## config.mk

```make
export PLATFORM = sky130hd
export DESIGN_NAME = uart_rx_err_fifo
export DESIGN_NICKNAME = d
export VERILOG_FILES = /design/src/rtl/uart_rxf_pkg.sv /design/src/rtl/rxf_store.sv /design/src/rtl/rxf_errtrack.sv /design/src/rtl/rxf_trigger.sv /design/src/rtl/uart_rx_err_fifo.sv
export SDC_FILE = /design/constraint.sdc
export NUM_CORES = 1
export LEC_CHECK = 0
export BUFFER_PORTS_ARGS = -buffer_cell sky130_fd_sc_hd__buf_2
export CAP_MARGIN = 0
export CORE_MARGIN = 5
export CORE_UTILIZATION = 45
export CTS_CLUSTER_DIAMETER = 120
export DETAILED_ROUTE_END_ITERATION = 10
export PLACE_DENSITY = 0.7
export RECOVER_POWER = 100
export SLEW_MARGIN = 20
export SYNTH_ARGS = -nofsm -noshare
export SYNTH_HDL_FRONTEND = slang
export SYNTH_SLANG_ARGS = --single-unit
```

## constraint.sdc

```tcl
create_clock -name clk -period 3.9 [get_ports clk]
set_input_delay 0.39 -clock clk [delete_from_list [all_inputs] [get_ports clk]]
set_output_delay 0.39 -clock clk [all_outputs]
set_load 0.02 [all_outputs]
```

## src/rtl/uart_rxf_pkg.sv

```systemverilog
package uart_rxf_pkg;

   localparam int RXF_DW = 8;

   typedef struct packed {
      logic              brk;
      logic              fe;
      logic              pe;
      logic [RXF_DW-1:0] data;
   } rxf_entry_t;

   // threshold select decode: 00->1, 01->4, 10->8, 11->14
   function automatic int unsigned rxf_threshold(input logic [1:0] sel);
      case (sel)
         2'b00:   return 1;
         2'b01:   return 4;
         2'b10:   return 8;
         default: return 14;
      endcase
   endfunction

   function automatic logic rxf_has_err(input rxf_entry_t e);
      return e.brk | e.fe | e.pe;
   endfunction

endpackage

```

## src/rtl/rxf_store.sv

```systemverilog
module rxf_store
   import uart_rxf_pkg::*;
#(
   parameter int DEPTH = 16,
   parameter int PTR_W = $clog2(DEPTH),
   parameter int CNT_W = PTR_W + 1
) (
   input  logic             clk,
   input  logic             rst_n,
   input  logic             clr,
   input  logic             push,
   input  logic             pop,
   input  rxf_entry_t       wentry,
   output rxf_entry_t       head,
   output logic [CNT_W-1:0] cnt
);

   rxf_entry_t       mem [DEPTH];
   logic [PTR_W-1:0] wr_ptr;
   logic [PTR_W-1:0] rd_ptr;

   always_ff @(posedge clk or negedge rst_n) begin
      if (!rst_n) begin
         wr_ptr <= '0;
         rd_ptr <= '0;
         cnt    <= '0;
      end else if (clr) begin
         wr_ptr <= '0;
         rd_ptr <= '0;
         cnt    <= '0;
      end else begin
         if (push) wr_ptr <= wr_ptr + PTR_W'(1);
         if (pop)  rd_ptr <= rd_ptr + PTR_W'(1);
         cnt <= cnt + CNT_W'(push) - CNT_W'(pop);
      end
   end

   always_ff @(posedge clk) begin
      if (push && !clr) mem[wr_ptr] <= wentry;
   end

   assign head = mem[rd_ptr];

endmodule

```

## src/rtl/rxf_errtrack.sv

```systemverilog
module rxf_errtrack #(
   parameter int CNT_W = 5
) (
   input  logic clk,
   input  logic rst_n,
   input  logic clr,
   input  logic push,
   input  logic push_err,
   input  logic pop,
   input  logic head_err,
   input  logic head_change,
   input  logic nonempty,
   input  logic lsr_rd,
   input  logic ovr_set,
   output logic err_any,
   output logic ovr,
   output logic head_seen
);

   logic [CNT_W-1:0] err_cnt;

   always_ff @(posedge clk or negedge rst_n) begin
      if (!rst_n) begin
         err_cnt <= '0;
      end else if (clr) begin
         err_cnt <= '0;
      end else begin
         err_cnt <= err_cnt + CNT_W'(push & push_err) - CNT_W'(pop & head_err);
      end
   end

   always_ff @(posedge clk or negedge rst_n) begin
      if (!rst_n) begin
         ovr       <= 1'b0;
         head_seen <= 1'b0;
      end else begin
         if (ovr_set)     ovr <= 1'b1;
         else if (lsr_rd) ovr <= 1'b0;

         if (head_change)            head_seen <= 1'b0;
         else if (lsr_rd && nonempty) head_seen <= 1'b1;
      end
   end

   assign err_any = (err_cnt != '0);

endmodule

```

## src/rtl/rxf_trigger.sv

```systemverilog
module rxf_trigger
   import uart_rxf_pkg::*;
#(
   parameter int CNT_W = 5
) (
   input  logic             en,
   input  logic [1:0]       sel,
   input  logic [CNT_W-1:0] cnt,
   output logic             hit
);

   logic [CNT_W-1:0] thr;

   always_comb begin
      if (en) thr = CNT_W'(rxf_threshold(sel));
      else    thr = CNT_W'(1);
   end

   assign hit = (cnt >= thr);

endmodule

```

## src/rtl/uart_rx_err_fifo.sv

```systemverilog
module uart_rx_err_fifo
   import uart_rxf_pkg::*;
#(
   parameter int DEPTH = 16,
   parameter int PTR_W = $clog2(DEPTH),
   parameter int CNT_W = PTR_W + 1
) (
   input  logic             clk,
   input  logic             rst_n,
   input  logic             rx_valid,
   input  logic [7:0]       rx_byte,
   input  logic             rx_par_err,
   input  logic             rx_frm_err,
   input  logic             rx_break,
   input  logic             fcr_we,
   input  logic [7:0]       fcr_wdata,
   input  logic             rbr_rd,
   input  logic             lsr_rd,
   output logic [7:0]       rbr_q,
   output logic             data_ready,
   output logic             overrun,
   output logic             head_par_err,
   output logic             head_frm_err,
   output logic             head_break,
   output logic             err_in_fifo,
   output logic [CNT_W-1:0] level,
   output logic             trig_hit,
   output logic             tx_flush
);

   generate
      if (DEPTH < 16 || (DEPTH & (DEPTH - 1)) != 0) begin : g_bad_depth
         $error("DEPTH must be a power of two of at least 16");
      end
      if (CNT_W != PTR_W + 1) begin : g_bad_cnt
         $error("CNT_W must be one wider than PTR_W");
      end
   endgenerate

   logic             en_q;
   logic [1:0]       sel_q;
   logic             txf_q;
   logic [CNT_W-1:0] cnt;
   logic [CNT_W-1:0] cap;
   logic             clr, nonempty, room;
   logic             do_push, do_pop, ovr_set, head_change;
   logic             head_seen;
   rxf_entry_t       wentry, head;

   always_ff @(posedge clk or negedge rst_n) begin
      if (!rst_n) begin
         en_q  <= 1'b0;
         sel_q <= 2'b00;
         txf_q <= 1'b0;
      end else begin
         txf_q <= fcr_we & fcr_wdata[2];
         if (fcr_we) begin
            en_q  <= fcr_wdata[0];
            sel_q <= fcr_wdata[7:6];
         end
      end
   end

   assign cap         = en_q ? CNT_W'(DEPTH) : CNT_W'(1);
   assign clr         = fcr_we & (fcr_wdata[1] | (fcr_wdata[0] != en_q));
   assign nonempty    = (cnt != '0);
   assign room        = (cnt < cap);
   assign do_pop      = rbr_rd & nonempty & ~clr;
   assign do_push     = rx_valid & ~clr & (room | do_pop);
   assign ovr_set     = rx_valid & ~clr & ~room & ~do_pop;
   assign head_change = clr | do_pop | (do_push & ~nonempty);

   always_comb begin
      wentry.brk  = rx_break;
      wentry.fe   = rx_frm_err | rx_break;
      wentry.pe   = rx_par_err;
      wentry.data = rx_break ? '0 : rx_byte;
   end

   rxf_store #(.DEPTH(DEPTH), .PTR_W(PTR_W), .CNT_W(CNT_W)) u_store (
      .clk    (clk),
      .rst_n  (rst_n),
      .clr    (clr),
      .push   (do_push),
      .pop    (do_pop),
      .wentry (wentry),
      .head   (head),
      .cnt    (cnt)
   );

   rxf_errtrack #(.CNT_W(CNT_W)) u_err (
      .clk         (clk),
      .rst_n       (rst_n),
      .clr         (clr),
      .push        (do_push),
      .push_err    (rxf_has_err(wentry)),
      .pop         (do_pop),
      .head_err    (rxf_has_err(head)),
      .head_change (head_change),
      .nonempty    (nonempty),
      .lsr_rd      (lsr_rd),
      .ovr_set     (ovr_set),
      .err_any     (err_in_fifo),
      .ovr         (overrun),
      .head_seen   (head_seen)
   );

   rxf_trigger #(.CNT_W(CNT_W)) u_trig (
      .en  (en_q),
      .sel (sel_q),
      .cnt (cnt),
      .hit (trig_hit)
   );

   assign level        = cnt;
   assign data_ready   = nonempty;
   assign rbr_q        = nonempty ? head.data : 8'h00;
   assign head_par_err = nonempty & ~head_seen & head.pe;
   assign head_frm_err = nonempty & ~head_seen & head.fe;
   assign head_break   = nonempty & ~head_seen & head.brk;
   assign tx_flush     = txf_q;

endmodule

```

Yosys cells after proc, flatten, opt, wreduce, memory -nomap -nowiden
Memories as Yosys holds them, arrays and structs flattened. Cells that the tools add are included.

Flip-flop bits (word level): 24. Memory bits (writable): 176. Bits of input ports: 25. Output and inout port bits: 21. Word-level logic and storage cells: 77. Memories kept: 1.

Memory list: u_store.mem (words 16, width 11, rd ports 1, clocked after memory_dff 0, wr ports 1, RTL line rxf_store.sv:18) `rxf_entry_t mem [DEPTH];`.

Add/subtract/negate cells: 6. Order comparisons: 2. Equality and inequality tests: 3. Muxes and demuxes: 17. Bitwise gates (word level): 29. Reductions and logical operators: 10.

Operator list (number): $mux 4 (5); $mux 8 (2); $and 1x1->1 (15); $mux 5 (3); $pmux 4 s3 (1); $reduce_bool 5->1 (2); $or 1x1->1 (9); $add 4x1->4 const B (2); $reduce_bool 2->1 (4); $mux 1 (6); $add 5x1->5 (1); $add 5x5->5 (1); $ge 5x4->1 (1); $lt 5x5->1 (1); $not 1->1 (5); $sub 5x1->5 (1); $sub 5x5->5 (1); $eq 2x1->1 const B (1); $eq 2x2->1 const B (1); $logic_and 1x1->1 (2); $logic_not 2->1 (1); $logic_not 1->1 (1); $ne 1x1->1 (1).

Logic depth before layout (Yosys ltp)
Gate-level depths: netlist of run 1.

Word-level depth: 11. Gate-level depth with buffers: 18.

Cells and area by module
Synthesis of run 1 repeated with hierarchy kept, for this count alone.

Cells, all modules: 484. Area, all modules: 8543.2 um2.

Modules (own cells, without submodules): rxf_store (times used 1, cells an instance 371, area an instance 7567.3 um2, sequential area each 5610.4 um2); rxf_errtrack (times used 1, cells an instance 47, area an instance 447.9 um2, sequential area each 175.2 um2); uart_rx_err_fifo (times used 1, cells an instance 51, area an instance 412.9 um2, sequential area each 100.1 um2); rxf_trigger (times used 1, cells an instance 15, area an instance 115.1 um2, sequential area each 0.0 um2).

Least setup slack after synthesis of run 1
No wires, ideal clock.

Path kind: flip-flop to flip-flop. Start: register u_store.rd_ptr[0]. End: register u_err.err_cnt[4]. Arrival: 3.226 ns. Path slack: 0.595 ns. Cell stages (with the launch flop): 17. Buffers on the path: 2. Clock period less this slack: 3.305 ns. Path through: dfrtp_1 buf_6 buf_2 mux4_2 a22oi_1 nand2_1 o31a_1 ha_1 inv_1 ha_1 inv_1 fa_1 inv_1 a21oi_1 nor2_1 or3_1 a21oi_1.

Word-level cells in the longest chain between the ends: 6.

Ends and longest elaborated chain: start, declared (RTL line rxf_store.sv:20) `logic [PTR_W-1:0] rd_ptr;`; start signal, assigned (RTL line rxf_store.sv:33) `if (pop) rd_ptr <= rd_ptr + PTR_W'(1);`; $mem_v2 16x11 *; $or 1x1->1 (RTL line uart_rxf_pkg.sv:23) `return e.brk | e.fe | e.pe;`; $or 1x1->1 * (RTL line uart_rxf_pkg.sv:23); $and 1x1->1 * (RTL line rxf_errtrack.sv:28) `err_cnt <= err_cnt + CNT_W'(push & push_err) - CNT_W'(pop & head_err);`; $sub 5x5->5 * (RTL line rxf_errtrack.sv:28); $mux 5 * (RTL line rxf_errtrack.sv:25) `end else if (clr) begin`; end signal, assigned (RTL line rxf_errtrack.sv:28); end, declared (RTL line rxf_errtrack.sv:20) `logic [CNT_W-1:0] err_cnt;`.

Mark *: on every way between the ends. The rest lies on a longest branch, timed or not. A chain may end at the register's enable or synchronous reset.

Worst setup path after layout of run 1
Start: register u_store.rd_ptr[0]. End: output rbr_q[0].

Word-level cells in the longest chain between the ends: 2.

Ends and longest elaborated chain: $mem_v2 16x11; $mux 8 (RTL line uart_rx_err_fifo.sv:117) `assign rbr_q = nonempty ? head.data : 8'h00;`; end, declared (RTL line uart_rx_err_fifo.sv:19) `output logic [7:0] rbr_q,`.

No other way between the ends.

==> results of run 1 <==
[stage by stage]
stage	area, um2	total power [W]	hold slack (ns)
after global routing	9622	0.006582	0.1676
after floorplan	8487	0.004056	0.09441
final	9622	0.006253	0.1607
after global placement	9163	0.004531	0.4139
after CTS	9767	0.006356	0.1483
after detailed placement	9163	0.004601	0.4201
[where the power goes]
| group | switching (W) | leakage (nW) | internal (W) | total [W] |
|---|---|---|---|---|
| logic | 0.00103 | 1.08 | 0.000860 | 0.00189 |
| clock network | 0.000795 | 0.289 | 0.000963 | 0.00176 |
| registers | 0.000133 | 1.91 | 0.00247 | 0.00260 |
| total | 0.00196 | 3.28 | 0.00429 | 0.00625 |
[final cells by class]
| type | count | area (um2) |
|---|---|---|
| clock buffer | 18 | 429.2 |
| clock inverter | 14 | 165.2 |
| fill | 1514 | 9021 |
| inverter | 27 | 101.3 |
| multi-input combinational | 229 | 2407 |
| sequential | 200 | 5889 |
| tap | 234 | 292.8 |
| timing repair buffer | 69 | 336.6 |
[path summary, 6_finish.rpt]
check                                    endpoint               from
worst min register to register           sel_q[1]           sel_q[1]
worst max-delay path                     rbr_q[0]  u_store.rd_ptr[0]
max in group asynchronous       u_store.rd_ptr[0]              rst_n
worst max register to register   u_err.err_cnt[4]  u_store.rd_ptr[0]
min in group asynchronous          u_store.cnt[3]              rst_n
worst min-delay path                     tx_flush       fcr_wdata[2]
[worst reg2reg max path, cell delays in order (launching register included)]
cell	delay, ns
dfrtp_4	0.63
buf_12	0.26
mux2i_1	0.23
a221oi_1	0.13
o21ai_0	0.24
nand2_1	0.14
o31a_1	0.31
ha_1	0.28
inv_1	0.04
ha_1	0.20
inv_1	0.08
fa_1	0.20
inv_1	0.05
a21oi_1	0.16
nor2_1	0.07
or3_1	0.36
a21oi_1	0.16
[logic make-up after synthesis]
kind of cell    Yosys count  synth area share
buf+inv                  46           0.02462
fa+ha+maj                26           0.04010
compound gates           43           0.03214
simple gates             89           0.05927
mux                      61            0.1401
xor+xnor                 10           0.01032
flops                   200            0.6935
[per-layer routing]
| metal | GRT usage | share of wire |
|---|---|---|
| met1 | 0.2263 | 0.44 |
| met3 | 0.04133 | 0.051 |
| met5 | 0 | 0 |
| met2 | 0.2800 | 0.50 |
| met4 | 0.04101 | 0.0092 |
[synth_stat cells (10+ instances only)]
cell,n,share of area
and2_1,18,0.013
nand2_1,13,0.0058
nor2b_1,10,0.0074
o21ai_0,10,0.0059
nor2_1,18,0.0080
inv_1,26,0.011
ha_1,24,0.035
mux2i_1,13,0.015
edfxtp_1,176,0.62
mux4_2,46,0.12
dfrtp_1,24,0.071
a21oi_1,11,0.0065
[registers in the layout, indices dropped and copies added (netlist names)]
signal           count
en_q                 1
u_store.cnt          5
sel_q                2
u_err.err_cnt        5
u_store.mem        176
tx_flush             1
u_store.rd_ptr       4
u_store.wr_ptr       4
u_err.head_seen      1
u_err.ovr            1
[what timing repair did]
action	4_1_cts	5_1_grt
endpoints found under the hold margin	24	0
hold buffers	1	0
setup buffers	0	0
gates resized for setup	0	1
setup endpoints to repair	0	1
==> results by group, run 1 <==
Run status
  • Run status: finished clean

Synthesis
  • Async S/R FF share, synth: 0.1200
  • Synthesis warning total: 0
  • Seq/Total Area, Yosys: 0.6935
  • Synth unique cells: 44
  • Post-synth top flop: edfxtp_1
  • Post-Synthesis Cells: ~480
  • Synthesized area: 8487 um2
  • Number of synthesized flops with an enable pin: about 180
  • Flop and latch count out of synthesis: 200
  • Synth Area per Inst: 17.87 um2
  • Synth Net Count: 526

Cells and area
  • Commonest non-fill, non-tap cell in the layout: edfxtp_1
  • Fin nets: around 600
  • Layout cells sized above 1: 0.2118
  • Post-route insts no fill: around 800
  • Area Overhead vs Synth: 13.37%
  • N_diodes: 0
  • Commonest non-fill, non-tap cells in the layout: edfxtp_1 (176), mux4_2 (46), clkbuf_1 (36)
  • Final core occ: 0.5161

Drt
  • DRC viols: 0
  • Via density per instance: around 5.6
  • Wirelength per Cell: about 22 um
  • Routed vias: between 4000 and 5000
  • Total wire length: between 15000 and 20000 um
  • Pre-Repair DR Iteration Count: 5
  • Starting DRT DRC Count: 339
  • Post-route ant nets: 0

Timing
  • Final Hold Viols: 0
  • Post-Route Setup TNS: 0 ns
  • RSZ-0062 raised after global routing: false
  • Finish-stage setup viols: 0
  • Max-slew headroom: 0.05412
  • Final setup margin: between 0.2 and 0.3 ns
  • Max Slew Vio Count: 0
  • Layout Skew: about 0.0086 ns
  • Final min period: between 3 and 4 ns
  • Worst-Margin Slew: about 1.4 ns
  • Period utilization: 0.9250
  • Fmax: ~0.28 GHz

Placed design
  • IO Port Bufs: 42
  • Hpwl dp: 11230 um
  • Placed Cells: around 760
  • Dpl ws: approximately 0.23 ns
  • Routability cong.: ~0.76

Floorplanning
  • Initial Util: 0.4552
  • Core area: between 15000 and 20000 um2
  • Die area: between 20000 and 25000 um2
  • Die width: 147.3 um
  • Die Ht: 147.3 um
  • I/O pin count: 46
  • Rows: 50

Global routing
  • Global route total overflow: 0
  • Number of global-route vias before repair: 4760
  • Initial antenna violation count: 0
  • Largest net degree at the start of global routing: 26
  • Total GRT Usage: 0.1685
  • First-pass GRT wire length: between 20000 and 30000 um

Clock network
  • Worst skew pair latency: between 0.4 and 0.5 ns
  • Clock-pin slew on the worst setup and hold paths: 0.07 ns
  • Max Buffers Root-to-Sink: 2
  • # H-tree levels: 4
  • TritonCTS clock tree: done
  • Clock tree root buffer cell: clkbuf_16
  • Clk sinks: 200
  • Cts bufs inserted: 17

Worst hold path
  • HP Class: primary input to flop
  • Hold Path Depth: 2

Critical path
  • Max incr delay on CP: 0.63 ns
  • Crit path cell chain: buf_12 > clkbuf_2 > mux4_2 > mux4_2 > and2_1 > clkbuf_2
  • Type of the worst setup path: flop to output port
  • Kind of end point of the critical path: output port
  • Req. time, crit path: 3.51 ns
  • Startpoint Class: flop
  • R2R depth: 16
  • Worst path bufs/invs: 3
  • Crit path max fanout: 23
  • Crit. path cell count: 6
  • Critical path's top delay family: multiplexers
  • Reg2reg setup slack: 0.31 ns
  • Crit-path slowest cell: dfrtp_4
  • CP arrival: approximately 3.2 ns

Power and ir drop
  • Leakage power: around 3.3 nW
  • VDD IR max: ~0.36 mV
  • PwrDens: ~650 nW/um2

Job
  • Maxcap violations: 0
Note: power is estimated with default switching activity, not from simulation.
==> inputs of run 2 (changes only) <==
- clock period: 3.9 -> 3.87 ns (I/O delays scaled with it)
==> run 2 against run 1 <==
  * Routed wire length decreased by 2.9%
  * Die area did not move
  * Power grew 0.64%
  * Sequential power about the same
  * Critical path type is now flop to flop
  * Critical endpoint is now u_err.err_cnt[4]
  * Largest power group unchanged
==> results by group, run 2 (synthesis gave the netlist of run 1 again) <==
Power and ir drop
  • Internal: ~0.0043 W
  • Clock network power share: 0.282
  • Leakage power: about 3.3 nW
  • Sequential power share: 0.416
  • VDD IR max: around 0.35 mV
  • Sw Ratio: 0.3200
  • P_sw: ~0.0020 W
  • Logic pwr share: 0.302
  • PwrDens: roughly 650 nW/um2

Floorplanning
  • Rows: 50
  • Die Ht: around 150 um
  • Initial Util: 0.4552
  • I/O pin count: 46
  • Die area: approximately 22000 um2
  • Core area: approximately 19000 um2
  • Die width: 147.3 um

Drt
  • DRC viols: 0
  • Post-route ant nets: 0
  • Pre-Repair DR Iteration Count: 5
  • Via density per instance: approximately 5.5
  • Starting DRT DRC Count: approximately 300
  • Routed vias: around 4400
  • Wirelength per Cell: ~21 um
  • Total wire length: 16950 um

Clock network
  • Post-CTS setup buffers: 0
  • Clk sinks: 200
  • Worst skew pair latency: approximately 0.44 ns
  • Max Buffers Root-to-Sink: 2
  • Clock-pin slew on the worst setup and hold paths: around 0.070 ns
  • Cts bufs inserted: 17
  • # H-tree levels: 4
  • Clock tree root buffer cell: clkbuf_16
  • TritonCTS clock tree: done

Global routing
  • Global route total overflow: 0
  • First-pass GRT wire length: between 20000 and 30000 um
  • Initial antenna violation count: 0
  • Total GRT Usage: 0.1651
  • Largest net degree at the start of global routing: 26
  • Number of global-route vias before repair: about 4600

Cells and area
  • N_diodes: 0
  • Largest Register: u_store.mem
  • Commonest non-fill, non-tap cell in the layout: edfxtp_1
  • Commonest non-fill, non-tap cells in the layout: edfxtp_1 (176), mux4_2 (46), clkbuf_1 (40)
  • Area Overhead vs Synth: 13.28%
  • Multi-input gate area: 2397 um2
  • Layout cells sized above 1: 0.2011
  • FF+latch area: just under 6000 um2
  • Final core occ: 0.5157
  • # fillers: approximately 1500
  • Max reg flops: 176
  • Fin nets: 595
  • Regs by FF count: u_store.mem (176), u_err.err_cnt (5), u_store.cnt (5)

Run status
  • Run status: finished clean

Critical path
  • Req. time, crit path: around 4.2 ns
  • Max incr delay on CP: 0.52 ns
  • Crit path max fanout: 9
  • Startpoint Class: flop
  • CP arrival: slightly below 4 ns
  • Crit-path slowest cell: dfrtp_1
  • Kind of end point of the critical path: flop
  • Crit path cell chain: nor2b_1 > a221oi_1 > o21ai_0 > nand2_1 > o31a_1 > ha_1 > inv_1 > ha_1 > inv_1 > fa_1 > inv_1 > a21oi_1 > nor2_1 > or3_1 > a21oi_1
  • Cell mode on critical path: inv_1
  • Type of the worst setup path: flop to flop

Placed design
  • IO Port Bufs: 42
  • Hpwl dp: about 11000 um
  • Routability cong.: just under 0.8

Timing
  • Post-Route Setup TNS: 0 ns
  • Layout Skew: approximately 0.011 ns
  • Final Hold Viols: 0
  • Max-slew headroom: 0.09002
  • Finish-stage setup viols: 0
  • Final hold slack: 0.1662 ns
  • RSZ-0062 raised after global routing: false
  • Period utilization: 0.9187
  • Fmax: around 0.28 GHz
  • Worst-Margin Slew: ~1.4 ns
  • Max Slew Vio Count: 0
  • Final min period: approximately 3.6 ns

Job
  • Maxcap violations: 0

Worst hold path
  • HP Class: primary input to flop
==> run 2: per-layer routing <==
metal | up-vias | global-route usage | wire [um]
met4 | 0 | 0.04893 | 294
li1 | 1994 | - | -
met2 | 123 | 0.2668 | 8351
met5 | - | 0 | 0
met1 | 2236 | 0.2271 | 7353
met3 | 27 | 0.03671 | 948
==> run 2: worst max-delay path, delay by kind of cell (launching register included) <==
family / cells / cell delay (ns)
compound gates: 5 / 1.06
fa+ha+maj: 3 / 0.69
buf+inv: 3 / 0.17
flops: 1 / 0.52
simple gates: 4 / 1.04
==> run 2: through the flow <==
stage,power (W),cells,instance area [um2],worst slack [ns]
after floorplan,0.004087,475,8487,0.5655
after global placement,0.004565,758,9163,0.4383
after detailed placement,0.004636,758,9163,0.3032
after CTS,0.006406,791,9774,0.2454
after global routing,0.006629,791,9614,0.1028
final,0.006293,791,9614,0.3148
==> run 2: layout make-up <==
type,count,area share
sequential,200,0.6126
inverter,27,0.01054
clock buffer,18,0.04464
clock inverter,14,0.01796
tap,234,0.03045
multi-input combinational,229,0.2493
timing repair buffer,69,0.03449
==> run 2: final timing paths <==
path,start,to,slack (ns),cells after the start
setup / recovery,u_store.rd_ptr[1],u_err.err_cnt[4],0.31,15
hold reg to reg,sel_q[1],sel_q[1],0.56,1
setup reg to reg,u_store.rd_ptr[1],u_err.err_cnt[4],0.31,15
max in group asynchronous,rst_n,u_store.rd_ptr[0],2.11,2
min in group asynchronous,rst_n,u_store.cnt[4],0.78,2
hold / removal,fcr_wdata[2],tx_flush,0.17,2
==> run 2: timing repair <==
item                                    CTS  global route
hold buffers                              1             0
endpoints found under the hold margin    24             0
endpoints found under the setup margin    0             1
resized for setup                         0             1
==> run 2: power groups by stage <==
stage | Sequential (W) | Clock (W) | Combinational (W)
global route | 0.00264 | 0.00190 | 0.00209
detailed placement | 0.00267 | 0 | 0.00197
finish | 0.00262 | 0.00178 | 0.00190
global placement | 0.00265 | 0 | 0.00191
CTS | 0.00262 | 0.00180 | 0.00198
floorplan | 0.00263 | 0 | 0.00146
==> inputs of run 3 (changes only) <==
- CORE_UTILIZATION: 45 -> 60
- PLACE_DENSITY: 0.7 -> 0.86
==> run 3 against run 2 <==
  * Hold slack better by 0.00073 ns
  * First-iteration DRC count is 110% higher
  * Cell area is 0.82% lower
  * Count of clock-buffer cells in the layout stayed put
  * Routed wire length is 9.9% higher
  * Critical path depth is 10 lower
  * Sequential cell count stayed put
  * Clock power is 4% higher
  * Highest routed layer unchanged
==> results by group, run 3 (synthesis gave the netlist of run 1 again) <==
Drt
  • Total wire length: about 19000 um
  • Post-route ant nets: 0
  • Pre-Repair DR Iteration Count: 9
  • DRC viols: 0
  • Starting DRT DRC Count: between 600 and 700
  • Wirelength per Cell: 25.40 um
  • Via density per instance: 6.488
  • Routed vias: between 4000 and 5000

Floorplanning
  • Core area: 13880 um2
  • Die area: approximately 17000 um2
  • Die width: about 130 um
  • Initial Util: 0.6114
  • Die Ht: 128.9 um
  • I/O pin count: 46
  • Rows: 43

Worst hold path
  • HP Class: primary input to flop
  • Beginning of the worst hold path: fcr_wdata[2]
  • Hold path endpoint: tx_flush
  • Hold Path Depth: 2

Placed design
  • Routability cong.: between 0.8 and 0.9
  • Placed Cells: 700
  • Hpwl dp: 10850 um
  • IO Port Bufs: 42
  • Area after DPL: between 9000 and 10000 um2

Job
  • Maxcap violations: 0

Timing
  • Worst-Margin Slew: around 1.3 ns
  • RSZ-0062 raised after global routing: false
  • Post-Route Setup TNS: 0 ns
  • Layout Skew: 0.01002 ns
  • Period utilization: 0.9521
  • Final min period: between 3 and 4 ns
  • Finish-stage setup viols: 0
  • Max-slew headroom: 0.1199
  • Max Slew Vio Count: 0
  • Final Hold Viols: 0
  • Fmax: 0.2714 GHz

Clock network
  • # H-tree levels: 4
  • Clk sinks: 200
  • TritonCTS clock tree: done
  • Worst skew pair latency: between 0.4 and 0.5 ns
  • Clock tree root buffer cell: clkbuf_16
  • Clock-pin slew on the worst setup and hold paths: about 0.070 ns
  • Cts bufs inserted: 17
  • Max Buffers Root-to-Sink: 2

Power and ir drop
  • Internal: ~0.0044 W
  • P_sw: 0.001980 W
  • PwrDens: between 600 and 700 nW/um2
  • Sw Ratio: 0.3091
  • Clock network power share: 0.289
  • Sequential power share: 0.411
  • VDD IR max: roughly 0.33 mV
  • Leakage power: between 3 and 4 nW
  • Logic pwr share: 0.300
  • Final Total Pwr: ~0.0064 W

Cells and area
  • Post-route insts no fill: between 700 and 800
  • Largest Register: u_store.mem
  • Commonest non-fill, non-tap cells in the layout: edfxtp_1 (176), mux4_2 (46), clkbuf_1 (32)
  • Cell area after layout: about 9500 um2
  • Layout cells sized above 1: 0.2061
  • Area Overhead vs Synth: 12.35%
  • Regs by FF count: u_store.mem (176), u_err.err_cnt (5), u_store.cnt (5)
  • N_diodes: 0
  • Commonest non-fill, non-tap cell in the layout: edfxtp_1
  • Max reg flops: 176
  • Fin nets: about 600

Run status
  • Run status: finished clean

Critical path
  • R2R Path End: u_store.mem[11][7]
  • CP arrival: approximately 3.3 ns
  • Type of the worst setup path: flop to output port
  • Startpoint Class: flop
  • R2R depth: 9
  • Crit path max fanout: 18
  • Req. time, crit path: about 3.5 ns
  • Kind of end point of the critical path: output port
  • R2r startpoint: u_store.cnt[3]
  • Reg2reg setup slack: approximately 0.22 ns

Global routing
  • Number of global-route vias before repair: 4794
  • Global route total overflow: 0
  • Largest net degree at the start of global routing: 26
  • First-pass GRT wire length: about 29000 um
  • Initial antenna violation count: 0
  • Total GRT Usage: 0.2388
==> run 3: per-layer routing <==
metal  part of all wire  routed length (um)  global-route usage  vias up
met5                  0                   0                   0        -
met4              0.028                 528             0.09512        0
met3              0.089                1654             0.04981       43
met2               0.52                9594              0.3948      313
met1               0.37                6844              0.3146     2417
li1                   -                   -                   -     1983
==> run 3: critical path, stage by stage, from the launching register on <==
cell and delay [ns]:
dfrtp_2 0.70, buf_2 0.63, mux4_2 0.61, mux4_2 0.49, and2_0 0.23, buf_2 0.19
==> run 3: worst max path at each step <==
| stage | slack, ns | endpoint | from |
|---|---|---|---|
| finish | 0.19 | rbr_q[7] | u_store.rd_ptr[0] |
| global route | 0.009 | u_err.err_cnt[4] | u_store.rd_ptr[0] |
| CTS | 0.22 | u_err.err_cnt[4] | u_store.cnt[3] |
| detailed placement | 0.28 | u_err.err_cnt[4] | u_store.cnt[3] |
| global placement | 0.46 | u_err.err_cnt[4] | u_store.rd_ptr[0] |
| floorplan | 0.57 | u_err.err_cnt[4] | u_store.rd_ptr[0] |
==> run 3: cell type report <==
| cell class | instances | area, um2 |
|---|---|---|
| well taps | 180 | 225.2 |
| clock buffers | 18 | 429.2 |
| repair buffers | 65 | 306.5 |
| fillers | 837 | 4345 |
| clock inverters | 14 | 191.4 |
| inverters | 27 | 101.3 |
| multi-input cells | 229 | 2395 |
| flip-flops and latches | 200 | 5887 |
==> run 3: what timing repair did <==
action                                  in CTS  in global routing
resized for setup                            0                  1
endpoints found under the setup margin       0                  1
setup buffers                                0                  0
hold buffers                                 1                  0
hold endpoints to repair                    24                  0
==> run 3: power by group through the flow <==
stage          logic (W)  clock network, W  registers, W
5_1_grt          0.00210           0.00197       0.00265
4_1_cts          0.00197           0.00186       0.00263
3_3_place_gp     0.00185                 0       0.00266
6_report         0.00192           0.00185       0.00263
3_5_place_dp     0.00194                 0       0.00267
2_1_floorplan    0.00146                 0       0.00263
==> run 3: per-stage QoR <==
step	util	hold slack, ns	setup WS (ns)
2_1_floorplan	-	0.09141	0.5655
3_3_place_gp	0.6522	0.3984	0.4643
3_5_place_dp	0.6522	0.4017	0.2785
4_1_cts	0.6976	0.1564	0.2220
5_1_grt	0.6869	0.1597	0.009440
6_report	0.6869	0.1669	0.1853
